===== config.mk =====
export PLATFORM = sky130hd
export DESIGN_NAME = pll_coef_search
export DESIGN_NICKNAME = d
export VERILOG_FILES = /design/src/rtl/pcs_pkg.sv /design/src/rtl/pcs_restoring_div.sv /design/src/rtl/pcs_best_track.sv /design/src/rtl/pll_coef_search.sv
export SDC_FILE = /design/constraint.sdc
export NUM_CORES = 2
export LEC_CHECK = 0
export ABC_AREA = 1
export BUFFER_PORTS_ARGS = -buffer_cell sky130_fd_sc_hd__buf_2
export CELL_PAD_IN_SITES_DETAIL_PLACEMENT = 0
export CELL_PAD_IN_SITES_GLOBAL_PLACEMENT = 1
export CORE_MARGIN = 4
export CORE_UTILIZATION = 48
export DETAILED_ROUTE_END_ITERATION = 16
export GPL_ROUTABILITY_DRIVEN = 1
export MAX_ROUTING_LAYER = met4
export PLACE_DENSITY_LB_ADDON = 0.2
export SLEW_MARGIN = 10
export SYNTH_ARGS = -nofsm -noshare
export SYNTH_HDL_FRONTEND = slang
export SYNTH_SLANG_ARGS = --single-unit

===== constraint.sdc =====
create_clock -name clk -period 7.1 [get_ports clk]
set_input_delay 2.13 -clock clk [delete_from_list [all_inputs] [get_ports clk]]
set_output_delay 2.13 -clock clk [all_outputs]
set_load 0.02 [all_outputs]

===== src/rtl/pcs_pkg.sv =====
package pcs_pkg;

   typedef enum logic [3:0] {
      S_IDLE,
      S_TV,
      S_HI,
      S_LO,
      S_PL,
      S_U,
      S_NB,
      S_NC,
      S_VCO,
      S_OUT,
      S_RAT,
      S_FIN
   } pcs_state_e;

   // states whose work is a single division on the shared divider
   function automatic logic pcs_uses_div(pcs_state_e s);
      return s inside {S_TV, S_HI, S_LO, S_U, S_NB, S_VCO, S_OUT, S_RAT, S_FIN};
   endfunction

endpackage


===== src/rtl/pcs_restoring_div.sv =====
module pcs_restoring_div #(
   parameter int DW  = 64,
   parameter int BPC = 1
) (
   input  logic          clk,
   input  logic          rst_n,
   input  logic          go,
   input  logic [DW-1:0] dividend,
   input  logic [DW-1:0] divisor,
   output logic          busy,
   output logic          done,
   output logic [DW-1:0] quo,
   output logic [DW-1:0] rem
);

   localparam int STEPS = DW / BPC;
   localparam int CW    = $clog2(STEPS + 1);

   generate
      if ((DW % BPC) != 0 || BPC < 1) begin : g_bad_bpc
         $error("pcs_restoring_div: DW must be a multiple of BPC");
      end
   endgenerate

   logic [DW-1:0] q_r, r_r, d_r;
   logic [CW-1:0] cnt;
   logic [DW-1:0] q_n, r_n;
   logic [DW:0]   trial;

   // BPC restoring steps chained per clock
   always_comb begin
      q_n   = q_r;
      r_n   = r_r;
      trial = '0;
      for (int i = 0; i < BPC; i++) begin
         trial = {r_n, q_n[DW-1]};
         q_n   = {q_n[DW-2:0], 1'b0};
         if (trial >= {1'b0, d_r}) begin
            r_n    = DW'(trial - {1'b0, d_r});
            q_n[0] = 1'b1;
         end else begin
            r_n = trial[DW-1:0];
         end
      end
   end

   always_ff @(posedge clk) begin
      if (!rst_n) begin
         q_r  <= '0;
         r_r  <= '0;
         d_r  <= '0;
         cnt  <= '0;
         done <= 1'b0;
      end else begin
         done <= 1'b0;
         if (go && cnt == '0) begin
            q_r <= dividend;
            r_r <= '0;
            d_r <= divisor;
            cnt <= CW'(STEPS);
         end else if (cnt != '0) begin
            q_r <= q_n;
            r_r <= r_n;
            cnt <= cnt - 1'b1;
            if (cnt == CW'(1)) done <= 1'b1;
         end
      end
   end

   assign busy = (cnt != '0);
   assign quo  = q_r;
   assign rem  = r_r;

   // the controller never launches a divide over a running one
   p_go_idle_r2: assert property (@(posedge clk) disable iff (!rst_n)
      go |-> !busy);

   // a finished quotient leaves a remainder below the divisor (feeds R11 rounding)
   p_rem_bound_r11: assert property (@(posedge clk) disable iff (!rst_n)
      done |-> (rem < d_r));

endmodule


===== src/rtl/pcs_best_track.sv =====
module pcs_best_track #(
   parameter int MW    = 8,
   parameter int NW    = 8,
   parameter int LW    = 5,
   parameter int EW    = 64,
   parameter int M_DEF = 255,
   parameter int N_DEF = 8,
   parameter int L_DEF = 1
) (
   input  logic          clk,
   input  logic          rst_n,
   input  logic          clr,
   input  logic          upd,
   input  logic [MW-1:0] cand_m,
   input  logic [NW-1:0] cand_n,
   input  logic [LW-1:0] cand_pl,
   input  logic [EW-1:0] cand_err,
   output logic          better,
   output logic          valid,
   output logic [MW-1:0] best_m,
   output logic [NW-1:0] best_n,
   output logic [LW-1:0] best_pl,
   output logic [EW-1:0] best_err
);

   // strictly smaller error wins; the first qualifying candidate always wins
   assign better = !valid || (cand_err < best_err);

   always_ff @(posedge clk) begin
      if (!rst_n || clr) begin
         valid    <= 1'b0;
         best_m   <= MW'(M_DEF);
         best_n   <= NW'(N_DEF);
         best_pl  <= LW'(L_DEF);
         best_err <= '1;
      end else if (upd) begin
         valid    <= 1'b1;
         best_m   <= cand_m;
         best_n   <= cand_n;
         best_pl  <= cand_pl;
         best_err <= cand_err;
      end
   end

   // within one search the kept error never grows
   p_err_monotone_r5: assert property (@(posedge clk) disable iff (!rst_n)
      (valid && $past(valid) && !$past(clr)) |-> (best_err <= $past(best_err)));

endmodule


===== src/rtl/pll_coef_search.sv =====
module pll_coef_search
   import pcs_pkg::*;
#(
   parameter int unsigned FW      = 32,
   parameter int unsigned VCO_MIN = 1300000,
   parameter int unsigned VCO_MAX = 2600000,
   parameter int unsigned CMP_MIN = 12000,
   parameter int unsigned CMP_MAX = 38400,
   parameter int unsigned M_MIN   = 1,
   parameter int unsigned M_MAX   = 255,
   parameter int unsigned N_MIN   = 8,
   parameter int unsigned N_MAX   = 255,
   parameter int unsigned PL_MIN  = 1,
   parameter int unsigned PL_MAX  = 31,
   parameter int unsigned TV_DIV  = 50,
   parameter int unsigned RATIO   = 218,
   parameter int unsigned DIV_BPC = 1
) (
   input  logic                         clk,
   input  logic                         rst_n,
   input  logic                         start,
   input  logic [FW-1:0]                ref_khz,
   input  logic [FW-1:0]                tgt_khz,
   input  logic                         best_fit,
   output logic                         busy,
   output logic                         done,
   output logic                         no_match,
   output logic [$clog2(M_MAX+1)-1:0]   m_out,
   output logic [$clog2(N_MAX+1)-1:0]   n_out,
   output logic [$clog2(PL_MAX+1)-1:0]  pl_out,
   output logic [FW-1:0]                freq_out
);

   localparam int MW  = $clog2(M_MAX + 1);
   localparam int NW  = $clog2(N_MAX + 1);
   localparam int LW  = $clog2(PL_MAX + 1);
   localparam int NCW = NW + 1;
   localparam int PW  = 2 * FW;

   localparam logic [PW-1:0] K_VMIN  = PW'(VCO_MIN);
   localparam logic [PW-1:0] K_VMAX  = PW'(VCO_MAX);
   localparam logic [PW-1:0] K_UMIN  = PW'(CMP_MIN);
   localparam logic [PW-1:0] K_UMAX  = PW'(CMP_MAX);
   localparam logic [PW-1:0] K_NMIN  = PW'(N_MIN);
   localparam logic [PW-1:0] K_NMAX  = PW'(N_MAX);
   localparam logic [PW-1:0] K_PLMIN = PW'(PL_MIN);
   localparam logic [PW-1:0] K_PLMAX = PW'(PL_MAX);
   localparam logic [PW-1:0] K_RATIO = PW'(RATIO);
   localparam logic [PW-1:0] K_TVDIV = PW'(TV_DIV);

   generate
      if (VCO_MIN >= VCO_MAX || CMP_MIN > CMP_MAX || CMP_MIN == 0) begin : g_bad_rates
         $error("pll_coef_search: inconsistent rate limits");
      end
      if (M_MIN < 1 || M_MIN > M_MAX || N_MIN > N_MAX || PL_MIN < 1 || PL_MIN > PL_MAX) begin : g_bad_coef
         $error("pll_coef_search: inconsistent coefficient limits");
      end
      if (FW < 24 || TV_DIV == 0) begin : g_bad_width
         $error("pll_coef_search: FW too narrow or TV_DIV zero");
      end
   endgenerate

   pcs_state_e      st;
   logic            pend;
   logic [FW-1:0]   ref_r, tgt_r;
   logic            bf_r;
   logic [PW-1:0]   tv_r, maxv_r, goal_r, vco_r, dlt_r;
   logic [LW-1:0]   pl_hi, pl_c;
   logic [MW-1:0]   m_c;
   logic [NCW-1:0]  n_c, n_hi;

   logic            div_go, div_busy, div_done;
   logic [PW-1:0]   div_a, div_b, div_q, div_r, div_ceil, tv_n, cand_dlt;

   logic            trk_clr, trk_upd, trk_better, trk_valid;
   logic [MW-1:0]   best_m;
   logic [NW-1:0]   best_n;
   logic [LW-1:0]   best_pl;
   logic [PW-1:0]   best_dlt;

   logic            last_m, last_pl, adv_m, adv_pl, move_m, move_pl;

   function automatic logic [LW-1:0] clamp_pl(logic [PW-1:0] x);
      if (x > K_PLMAX)      return LW'(PL_MAX);
      else if (x < K_PLMIN) return LW'(PL_MIN);
      else                  return x[LW-1:0];
   endfunction

   assign busy     = (st != S_IDLE);
   assign div_ceil = div_q + PW'(div_r != '0);
   assign tv_n     = PW'(tgt_r) + div_q;
   assign cand_dlt = (div_q > PW'(tgt_r)) ? (div_q - PW'(tgt_r)) : (PW'(tgt_r) - div_q);
   assign last_m   = (m_c == MW'(M_MAX));
   assign last_pl  = (pl_c == pl_hi);
   assign div_go   = pcs_uses_div(st) && !pend && !div_busy;
   assign trk_clr  = (st == S_IDLE) && start;
   assign trk_upd  = (st == S_OUT) && div_done && trk_better;

   // operands of the single shared divider, one pair per state
   always_comb begin
      div_a = '0;
      div_b = PW'(1);
      case (st)
         S_TV:    begin div_a = PW'(tgt_r);               div_b = K_TVDIV;                   end
         S_HI:    begin div_a = maxv_r;                   div_b = tv_r;                      end
         S_LO:    begin div_a = K_VMIN;                   div_b = tv_r;                      end
         S_U:     begin div_a = PW'(ref_r);               div_b = PW'(m_c);                  end
         S_NB:    begin div_a = goal_r * PW'(m_c);        div_b = PW'(ref_r);                end
         S_VCO:   begin div_a = PW'(ref_r) * PW'(n_c);    div_b = PW'(m_c);                  end
         S_OUT:   begin div_a = vco_r + PW'(pl_c >> 1);   div_b = PW'(pl_c);                 end
         S_RAT:   begin div_a = vco_r;                    div_b = dlt_r;                     end
         S_FIN:   begin div_a = PW'(ref_r) * PW'(best_n); div_b = PW'(best_m) * PW'(best_pl); end
         default: ;
      endcase
   end

   // loop advance decisions: end of an M loop or skip to the next M
   always_comb begin
      adv_m  = 1'b0;
      adv_pl = 1'b0;
      case (st)
         S_U: if (div_done) begin
            if (div_q < K_UMIN)      adv_pl = 1'b1;
            else if (div_q > K_UMAX) adv_m  = 1'b1;
         end
         S_NB: if (div_done && div_q > K_NMAX) adv_pl = 1'b1;
         S_NC: if (n_c > n_hi || PW'(n_c) > K_NMAX) adv_m = 1'b1;
         default: ;
      endcase
      move_m  = adv_m && !last_m;
      move_pl = adv_pl || (adv_m && last_m);
   end

   always_ff @(posedge clk) begin
      if (!rst_n) begin
         st       <= S_IDLE;
         pend     <= 1'b0;
         ref_r    <= '0;
         tgt_r    <= '0;
         bf_r     <= 1'b0;
         tv_r     <= '0;
         maxv_r   <= '0;
         goal_r   <= '0;
         vco_r    <= '0;
         dlt_r    <= '0;
         pl_hi    <= '0;
         pl_c     <= '0;
         m_c      <= '0;
         n_c      <= '0;
         n_hi     <= '0;
         done     <= 1'b0;
         no_match <= 1'b0;
         m_out    <= '0;
         n_out    <= '0;
         pl_out   <= '0;
         freq_out <= '0;
      end else begin
         done <= 1'b0;
         if (div_go)        pend <= 1'b1;
         else if (div_done) pend <= 1'b0;

         if (move_pl) begin
            if (last_pl) st <= S_FIN;
            else begin
               pl_c <= pl_c + 1'b1;
               st   <= S_PL;
            end
         end else if (move_m) begin
            m_c <= m_c + 1'b1;
            st  <= S_U;
         end else begin
            case (st)
               S_IDLE: if (start) begin
                  ref_r <= ref_khz;
                  tgt_r <= tgt_khz;
                  bf_r  <= best_fit;
                  st    <= S_TV;
               end
               S_TV: if (div_done) begin
                  tv_r   <= tv_n;
                  maxv_r <= (tv_n > K_VMAX) ? tv_n : K_VMAX;
                  st     <= S_HI;
               end
               S_HI: if (div_done) begin
                  pl_hi <= clamp_pl(div_ceil);
                  st    <= S_LO;
               end
               S_LO: if (div_done) begin
                  pl_c <= clamp_pl(div_q);
                  st   <= S_PL;
               end
               S_PL: begin
                  goal_r <= PW'(tgt_r) * PW'(pl_c);
                  m_c    <= MW'(M_MIN);
                  st     <= S_U;
               end
               S_U: if (div_done) st <= S_NB;
               S_NB: if (div_done) begin
                  n_c  <= div_q[NCW-1:0];
                  n_hi <= div_ceil[NCW-1:0];
                  st   <= S_NC;
               end
               S_NC: begin
                  if (PW'(n_c) < K_NMIN) n_c <= n_c + 1'b1;
                  else                   st  <= S_VCO;
               end
               S_VCO: if (div_done) begin
                  vco_r <= div_q;
                  if (div_q >= K_VMIN && div_q <= maxv_r) st <= S_OUT;
                  else begin
                     n_c <= n_c + 1'b1;
                     st  <= S_NC;
                  end
               end
               S_OUT: if (div_done) begin
                  if (trk_better && cand_dlt == '0) st <= S_FIN;
                  else if (trk_better && !bf_r) begin
                     dlt_r <= cand_dlt;
                     st    <= S_RAT;
                  end else begin
                     n_c <= n_c + 1'b1;
                     st  <= S_NC;
                  end
               end
               S_RAT: if (div_done) begin
                  if (div_q > K_RATIO) st <= S_FIN;
                  else begin
                     n_c <= n_c + 1'b1;
                     st  <= S_NC;
                  end
               end
               S_FIN: if (div_done) begin
                  m_out    <= best_m;
                  n_out    <= best_n;
                  pl_out   <= best_pl;
                  freq_out <= div_q[FW-1:0];
                  no_match <= !trk_valid;
                  done     <= 1'b1;
                  st       <= S_IDLE;
               end
               default: st <= S_IDLE;
            endcase
         end
      end
   end

   pcs_restoring_div #(.DW(PW), .BPC(int'(DIV_BPC))) u_div (
      .clk      (clk),
      .rst_n    (rst_n),
      .go       (div_go),
      .dividend (div_a),
      .divisor  (div_b),
      .busy     (div_busy),
      .done     (div_done),
      .quo      (div_q),
      .rem      (div_r)
   );

   pcs_best_track #(
      .MW(MW), .NW(NW), .LW(LW), .EW(PW),
      .M_DEF(int'(M_MAX)), .N_DEF(int'(N_MIN)), .L_DEF(int'(PL_MIN))
   ) u_best (
      .clk      (clk),
      .rst_n    (rst_n),
      .clr      (trk_clr),
      .upd      (trk_upd),
      .cand_m   (m_c),
      .cand_n   (n_c[NW-1:0]),
      .cand_pl  (pl_c),
      .cand_err (cand_dlt),
      .better   (trk_better),
      .valid    (trk_valid),
      .best_m   (best_m),
      .best_n   (best_n),
      .best_pl  (best_pl),
      .best_err (best_dlt)
   );

   p_busy_after_start_r2: assert property (@(posedge clk) disable iff (!rst_n)
      (!busy && start) |=> busy);

   p_done_closes_busy_r2: assert property (@(posedge clk) disable iff (!rst_n)
      done |-> (!busy && $past(busy)));

   p_hold_results_r13: assert property (@(posedge clk) disable iff (!rst_n)
      !done |-> ($stable(m_out) && $stable(n_out) && $stable(pl_out)
                 && $stable(freq_out) && $stable(no_match)));

   p_coef_in_range_r10: assert property (@(posedge clk) disable iff (!rst_n)
      (done && !no_match) |-> (m_out >= MW'(M_MIN) && n_out >= NW'(N_MIN)
                               && pl_out >= LW'(PL_MIN) && pl_out <= LW'(PL_MAX)));

   p_defaults_on_miss_r12: assert property (@(posedge clk) disable iff (!rst_n)
      (done && no_match) |-> (m_out == MW'(M_MAX) && n_out == NW'(N_MIN)
                              && pl_out == LW'(PL_MIN)));

   p_pl_window_r7: assert property (@(posedge clk) disable iff (!rst_n)
      (st == S_U) |-> (pl_c <= pl_hi && pl_c >= LW'(PL_MIN)));

endmodule


After elaboration in Yosys (flattened, before gate mapping)
Index checks and enable logic that the tools add are counted.
{"block": "op_classes", "n_addsub": 10, "n_mul": 5, "div": 0, "magnitude_cmp": 17, "n_eq_ne": 36, "n_shift": 0, "muxes": 63, "n_bitwise": 6, "reduce_logical": 52}
{"operator": "64-bit one-hot mux with 9 select lines", "n": 1}
{"operator": "64-bit one-hot mux with 7 select lines", "n": 1}
{"operator": "64-bit two-way mux", "n": 5}
{"operator": "64-bit by 5-bit > comparator with 1-bit output (second input constant)", "n": 2}
{"operator": "64-bit by 8-bit > comparator with 1-bit output (second input constant)", "n": 2}
{"operator": "64-bit by 1-bit less-than comparator with 1-bit output (second input constant)", "n": 2}
{"operator": "9-bit two-way mux", "n": 9}
{"operator": "4-bit two-way mux", "n": 18}
{"operator": "65-bit by 64-bit greater-or-equal comparator with 1-bit output", "n": 1}
{"operator": "32-bit by 64-bit adder with 64-bit output", "n": 1}
{"operator": "64-bit by 1-bit adder with 64-bit output", "n": 1}
{"operator": "64-bit by 4-bit adder with 64-bit output", "n": 1}
{"operator": "64-bit by 21-bit greater-or-equal comparator with 1-bit output (second input constant)", "n": 1}
{"operator": "64-bit by 16-bit > comparator with 1-bit output (second input constant)", "n": 1}
{"operator": "64-bit by 22-bit > comparator with 1-bit output (second input constant)", "n": 1}
{"operator": "64-bit by 32-bit > comparator with 1-bit output", "n": 1}
{"operator": "64-bit less-or-equal comparator", "n": 1}
{"operator": "64-bit zero test", "n": 1}
{"operator": "64-bit by 14-bit less-than comparator with 1-bit output (second input constant)", "n": 1}
{"operator": "64-bit less-than comparator", "n": 1}
{"operator": "64-bit nonzero test", "n": 1}
{"operator": "32-bit by 64-bit subtractor with 64-bit output", "n": 1}
{"operator": "64-bit by 32-bit subtractor with 64-bit output", "n": 1}
{"operator": "64-bit subtractor", "n": 1}
{"operator": "50 further kinds", "n": 133}
{"block": "totals", "reg_bits": 740, "latch_bits": 0, "ram_bits": 0, "rom_bits": 0, "in_bits": 68, "out_inout_bits": 56, "word_cells": 221, "mem_count": 0}

Depth between registers and ports, before layout
{"block": "depth", "ltp_word": 11, "mapped_depth": 37, "depth_no_buf": 35}

Hierarchy
Synthesis repeated with hierarchy kept, for this count alone.
{"block": "hier_totals", "hier_cells": 14071, "area_unflattened_um2": 89319.4}
{"module": "pll_coef_search", "instances": 1, "cells_per_inst": 10899, "area_per_inst_um2": 69705.6, "seq_area_each_um2": 9088.7}
{"module": "pcs_restoring_div", "instances": 1, "cells_per_inst": 2601, "area_per_inst_um2": 15120.8, "seq_area_each_um2": 4003.8}
{"module": "pcs_best_track", "instances": 1, "cells_per_inst": 571, "area_per_inst_um2": 4493.1, "seq_area_each_um2": 1721.7}

Worst setup path before layout
OpenSTA, ideal clock, no wires.
{"block": "synth_timing", "kind": "reg2reg", "from": "reg m_c[7]", "to": "reg u_div.q_r[40], in the netlist u_div.quo[40]", "setup_time_ns": 0.132, "arrival_time_ns": 5.105, "required_time_ns": 6.968, "setup_slack_ns": 1.862, "path_stages_with_launch": 22, "n_path_buf": 3, "synth_period_minus_slack_ns": 5.238, "cell_sequence": "dfxtp_1 > clkbuf_1 > clkbuf_1 > buf_1 > nand2_1 > fa_1 > inv_1 > fa_1 > fa_1 > fa_1 > ha_1 > nand2_1 > nor2_1 > inv_1 > nor4_1 > or3b_2 > nand3_1 > a21oi_1 > o21ai_0 > o21ai_0 > o21ai_0 > a31oi_1"}
{"block": "synth_between", "elab_chain_cells": 3}
{"element": "from (decl)", "line": "pll_coef_search.sv:69", "text": "logic [MW-1:0] m_c;"}
{"element": "from (signal assigned)", "line": "pll_coef_search.sv:169", "text": "m_c <= m_c + 1'b1;"}
{"element": "from (signal assigned)", "line": "pll_coef_search.sv:194", "text": "m_c <= MW'(M_MIN);"}
{"element": "37-bit by 8-bit multiplier with 45-bit output", "line": "pll_coef_search.sv:108", "text": "S_NB: begin div_a = goal_r * PW'(m_c); div_b = PW'(ref_r); end"}
{"element": "64-bit one-hot mux with 9 select lines", "line": "pll_coef_search.sv:103", "text": "case (st)"}
{"element": "64-bit two-way mux", "line": "pcs_restoring_div.sv:56", "text": "if (go && cnt == '0) begin"}
{"element": "to (signal assigned)", "line": "pcs_restoring_div.sv:57", "text": "q_r <= dividend;"}
{"element": "to (signal assigned)", "line": "pcs_restoring_div.sv:62", "text": "q_r <= q_n;"}
{"element": "to (decl)", "line": "pcs_restoring_div.sv:25", "text": "logic [DW-1:0] q_r, r_r, d_r;"}
Every way passes these cells.
A chain may end at the register's enable or synchronous reset.

Worst setup path in the final report
{"block": "layout_timing", "from": "reg n_c[7]", "to": "reg u_div.q_r[37], in the netlist u_div.quo[37]"}
{"block": "layout_between", "elab_chain_cells": 3}
{"element": "from (decl)", "line": "pll_coef_search.sv:70", "text": "logic [NCW-1:0] n_c, n_hi;"}
{"element": "from (signal assigned)", "line": "pll_coef_search.sv:199", "text": "n_c <= div_q[NCW-1:0];"}
{"element": "from (signal assigned)", "line": "pll_coef_search.sv:204", "text": "if (PW'(n_c) < K_NMIN) n_c <= n_c + 1'b1;"}
{"element": "from (signal assigned)", "line": "pll_coef_search.sv:211", "text": "n_c <= n_c + 1'b1;"}
{"element": "32-bit by 9-bit multiplier with 41-bit output", "line": "pll_coef_search.sv:109", "text": "S_VCO: begin div_a = PW'(ref_r) * PW'(n_c); div_b = PW'(m_c); end"}
{"element": "64-bit one-hot mux with 9 select lines", "line": "pll_coef_search.sv:103"}
{"element": "64-bit two-way mux", "line": "pcs_restoring_div.sv:56"}
Every way passes these cells.

==> impl_metrics.toml <==
[outcome]
status = "complete, no violations"

[floorplanning]
die_area_um2 = 185000
die_h_um = 430
coreArea_um2 = 177000
chipWidth_um = 430
start_util_pct = 48.4
boundaryPins = 124
rows = 154

[clocking]
insertion_delay_ps = 800
clock_path_buffers = 3
htreeDepth = 3
cts_hold_buf = 0
path_clk_slew_ps = 60
clkSinkCount = 740
numCtsBuffers = 92
root_buffer = "clkbuf_16"
cts_tree = "yes"

[global_route]
grt_pass1_wl_mm = 582
grt_pass1_vias = 86409
grt_max_degree = 177
track_usage_pct = 43.8
antenna_found_initial = 37
overflow = 0

[sta]
post-route-min-period_ps = 6820
max_slew_margin_pct = 9.34
hold_viol = 0
finalCritPeriodShare_pct = 96.0
rsz0062_at_grt = "no"
drv_slew = 0
setup_viol = 0
tns_ps = 0
skew_ps = 79.4
worst_slew_pin_slew_ps = 1360
fmax_mhz = 147

[route]
dr.pass1.iters = 7
viasPerCell = 5.89
drc = 0
via_count = 90857
routed_wl_mm = 403
postRouteAntennaNets = 0
dr.first_iter.drc_count = 11926
wl_per_cell_um = 26.1

[critical_path]
crit_fanout = 17
critPathRequiredTime_ps = 7730
startpoint_type = "flip-flop"
critPathKind = "flip-flop to flip-flop"
reg2reg_depth = 19
cp-end-kind = "flip-flop"
critical_path_arrival_ps = 7450

[place]
dp_hpwl_mm = 327
gp_congestion = 1.14
place_area_um2 = 88900
io_buffers = 123

[layout]
drive_gt1_share_pct = 5.61
final_common_cell = "nand2_1"
final_cell_mix = "3359 x nand2_1, 2539 x inv_1, 1011 x a21oi_1, 856 x nor2_1, 851 x o21ai_0"
design_area_um2 = 92300
syn_to_final_growth_pct = 7.95
n_fill_cell = 18053
fin_nets = 14318

[synth]
synth_edf_count = 0
ys_ff_latch = 740
yosysSeqAreaShare_pct = 17.3
ys_warn_count = 0
synth_area_per_cell_um2 = 6.53
synthFlopType = "dfxtp_1"
syn_area_um2 = 85500
syn-num-nets = 14427
synth_cell_type_count = 66
async_reset_ff_share_pct = 0
synthCells = 13084

[hold_path]
hold_path_class = "flip-flop to flip-flop"
whs_path_depth = 2

[job]
maxCapViolCount = 0

[pwr]
vdd_drop_max_uv = 322
p_per_area_nw_per_um2 = 378
p_leak_uw = 0.0482
cells in the mapped netlist (8+ instances only):
master	count	area share, %
a211oi_1	31	0.27
a211oi_2	13	0.19
a21boi_0	17	0.15
a21o_1	22	0.19
a21oi_1	1011	5.9
a221oi_1	45	0.46
a22oi_1	12	0.11
a31oi_1	113	0.83
and3_1	11	0.081
buf_1	67	0.29
buf_2	48	0.28
buf_4	27	0.24
buf_6	9	0.12
clkbuf_1	450	2.0
clkinv_1	11	0.048
dfxtp_1	740	17
fa_1	714	17
ha_1	561	8.2
inv_1	2545	11
inv_2	12	0.053
nand2_1	3363	15
nand2_2	16	0.12
nand3_1	446	2.6
nand3b_1	13	0.11
nand4_1	148	1.1
nor2_1	869	3.8
nor2_2	19	0.14
nor2_4	8	0.11
nor3_1	167	0.98
nor4_1	79	0.58
o2111ai_1	20	0.20
o211ai_1	99	0.87
o21a_1	27	0.24
o21ai_0	852	5.0
o21ai_1	12	0.070
o21bai_1	28	0.25
o221ai_1	38	0.39
o22ai_1	57	0.42
o31ai_1	9	0.079
or2_2	53	0.39
xnor2_1	48	0.49
xor2_1	195	2.0
stage by stage:
stage	total power [uW]	hold WS, ps	cells	setup WS [ps]	util (%)
detailed placement	28500	444	15221	-116	50.3
floorplan	19800	423	13084	1860	-
global placement	28400	437	15221	-71.5	50.3
finish	34900	452	15425	281	52.2
CTS	33800	451	15390	300	52.2
global route	36800	473	15418	40.3	52.2
power by group:
part / switching (uW) / leakage, uW / internal (uW)
clock network: 2220 / 0.00159 / 2970
registers: 1210 / 0.00600 / 4600
logic: 17700 / 0.0406 / 6140
sequential cells by signal, summed over array words and instances (netlist names), 32 cells and up:
name / count
ref_r: 32
u_div.d_r: 64
u_best.best_err: 64
goal_r: 37
freq_out: 32
dlt_r: 64
tv_r: 64
u_div.quo: 64
tgt_r: 32
vco_r: 64
u_div.rem: 64
maxv_r: 64
final timing paths:
check / from / slack, ps / to
setup / recovery: n_c[7]$_SDFFE_PN0P_ / 280 / u_div.quo[37]$_SDFFE_PN0P_
hold / removal: dlt_r[38]$_SDFFE_PN0P_ / 450 / dlt_r[38]$_SDFFE_PN0P_
setup reg to reg: n_c[7]$_SDFFE_PN0P_ / 280 / u_div.quo[37]$_SDFFE_PN0P_
hold reg to reg: dlt_r[38]$_SDFFE_PN0P_ / 450 / dlt_r[38]$_SDFFE_PN0P_
critical path: stages, from the launching register on:
cell and delay, ps:
dfxtp_1 910, buf_4 380, nand2_1 120, fa_1 540, inv_1 60, fa_1 520
fa_1 530, fa_1 500, ha_1 390, nand2_1 110, nor2_1 190, inv_1 100
nor4_2 690, nand3_1 460, nand3_1 360, a21oi_1 100, o21ai_0 240, o2111ai_1 200
o21ai_0 200, a31oi_1 90
kinds of logic after synthesis:
group | share of synthesized area (%)
fa+ha+maj | 24.9
simple gates | 25.2
flops | 17.3
buf+inv | 14.2
xor+xnor | 2.49
compound gates | 15.8
final cells by class:
class	count	area [um2]	share of cell area (%)
Antenna cell	35	87.6	0.0949
Clock buffer	130	2660	2.88
Timing Repair Buffer	403	2830	3.06
Tap cell	2340	2930	3.17
Clock inverter	39	631	0.683
Multi-Input combinational cell	9170	58700	63.6
Sequential cell	740	14800	16.1
Inverter	2568	9650	10.5
timing repair:
action / in CTS / in global routing
cloned: 0 / 0
resized for setup: 3 / 2
endpoints found under the setup margin: 1 / 2
endpoints found under the hold margin: 0 / 0
buffers inserted: 0 / 0
layer usage:
metal / wire (um) / track usage (%) / share of wire [%]
met1: 162000 / 56.7 / 40
met2: 167000 / 62.7 / 41
met3: 49800 / 12.1 / 12
met4: 24000 / 21.7 / 6.0
met5: 0 / - / 0
No activity file was read; power rests on OpenSTA's default activity.
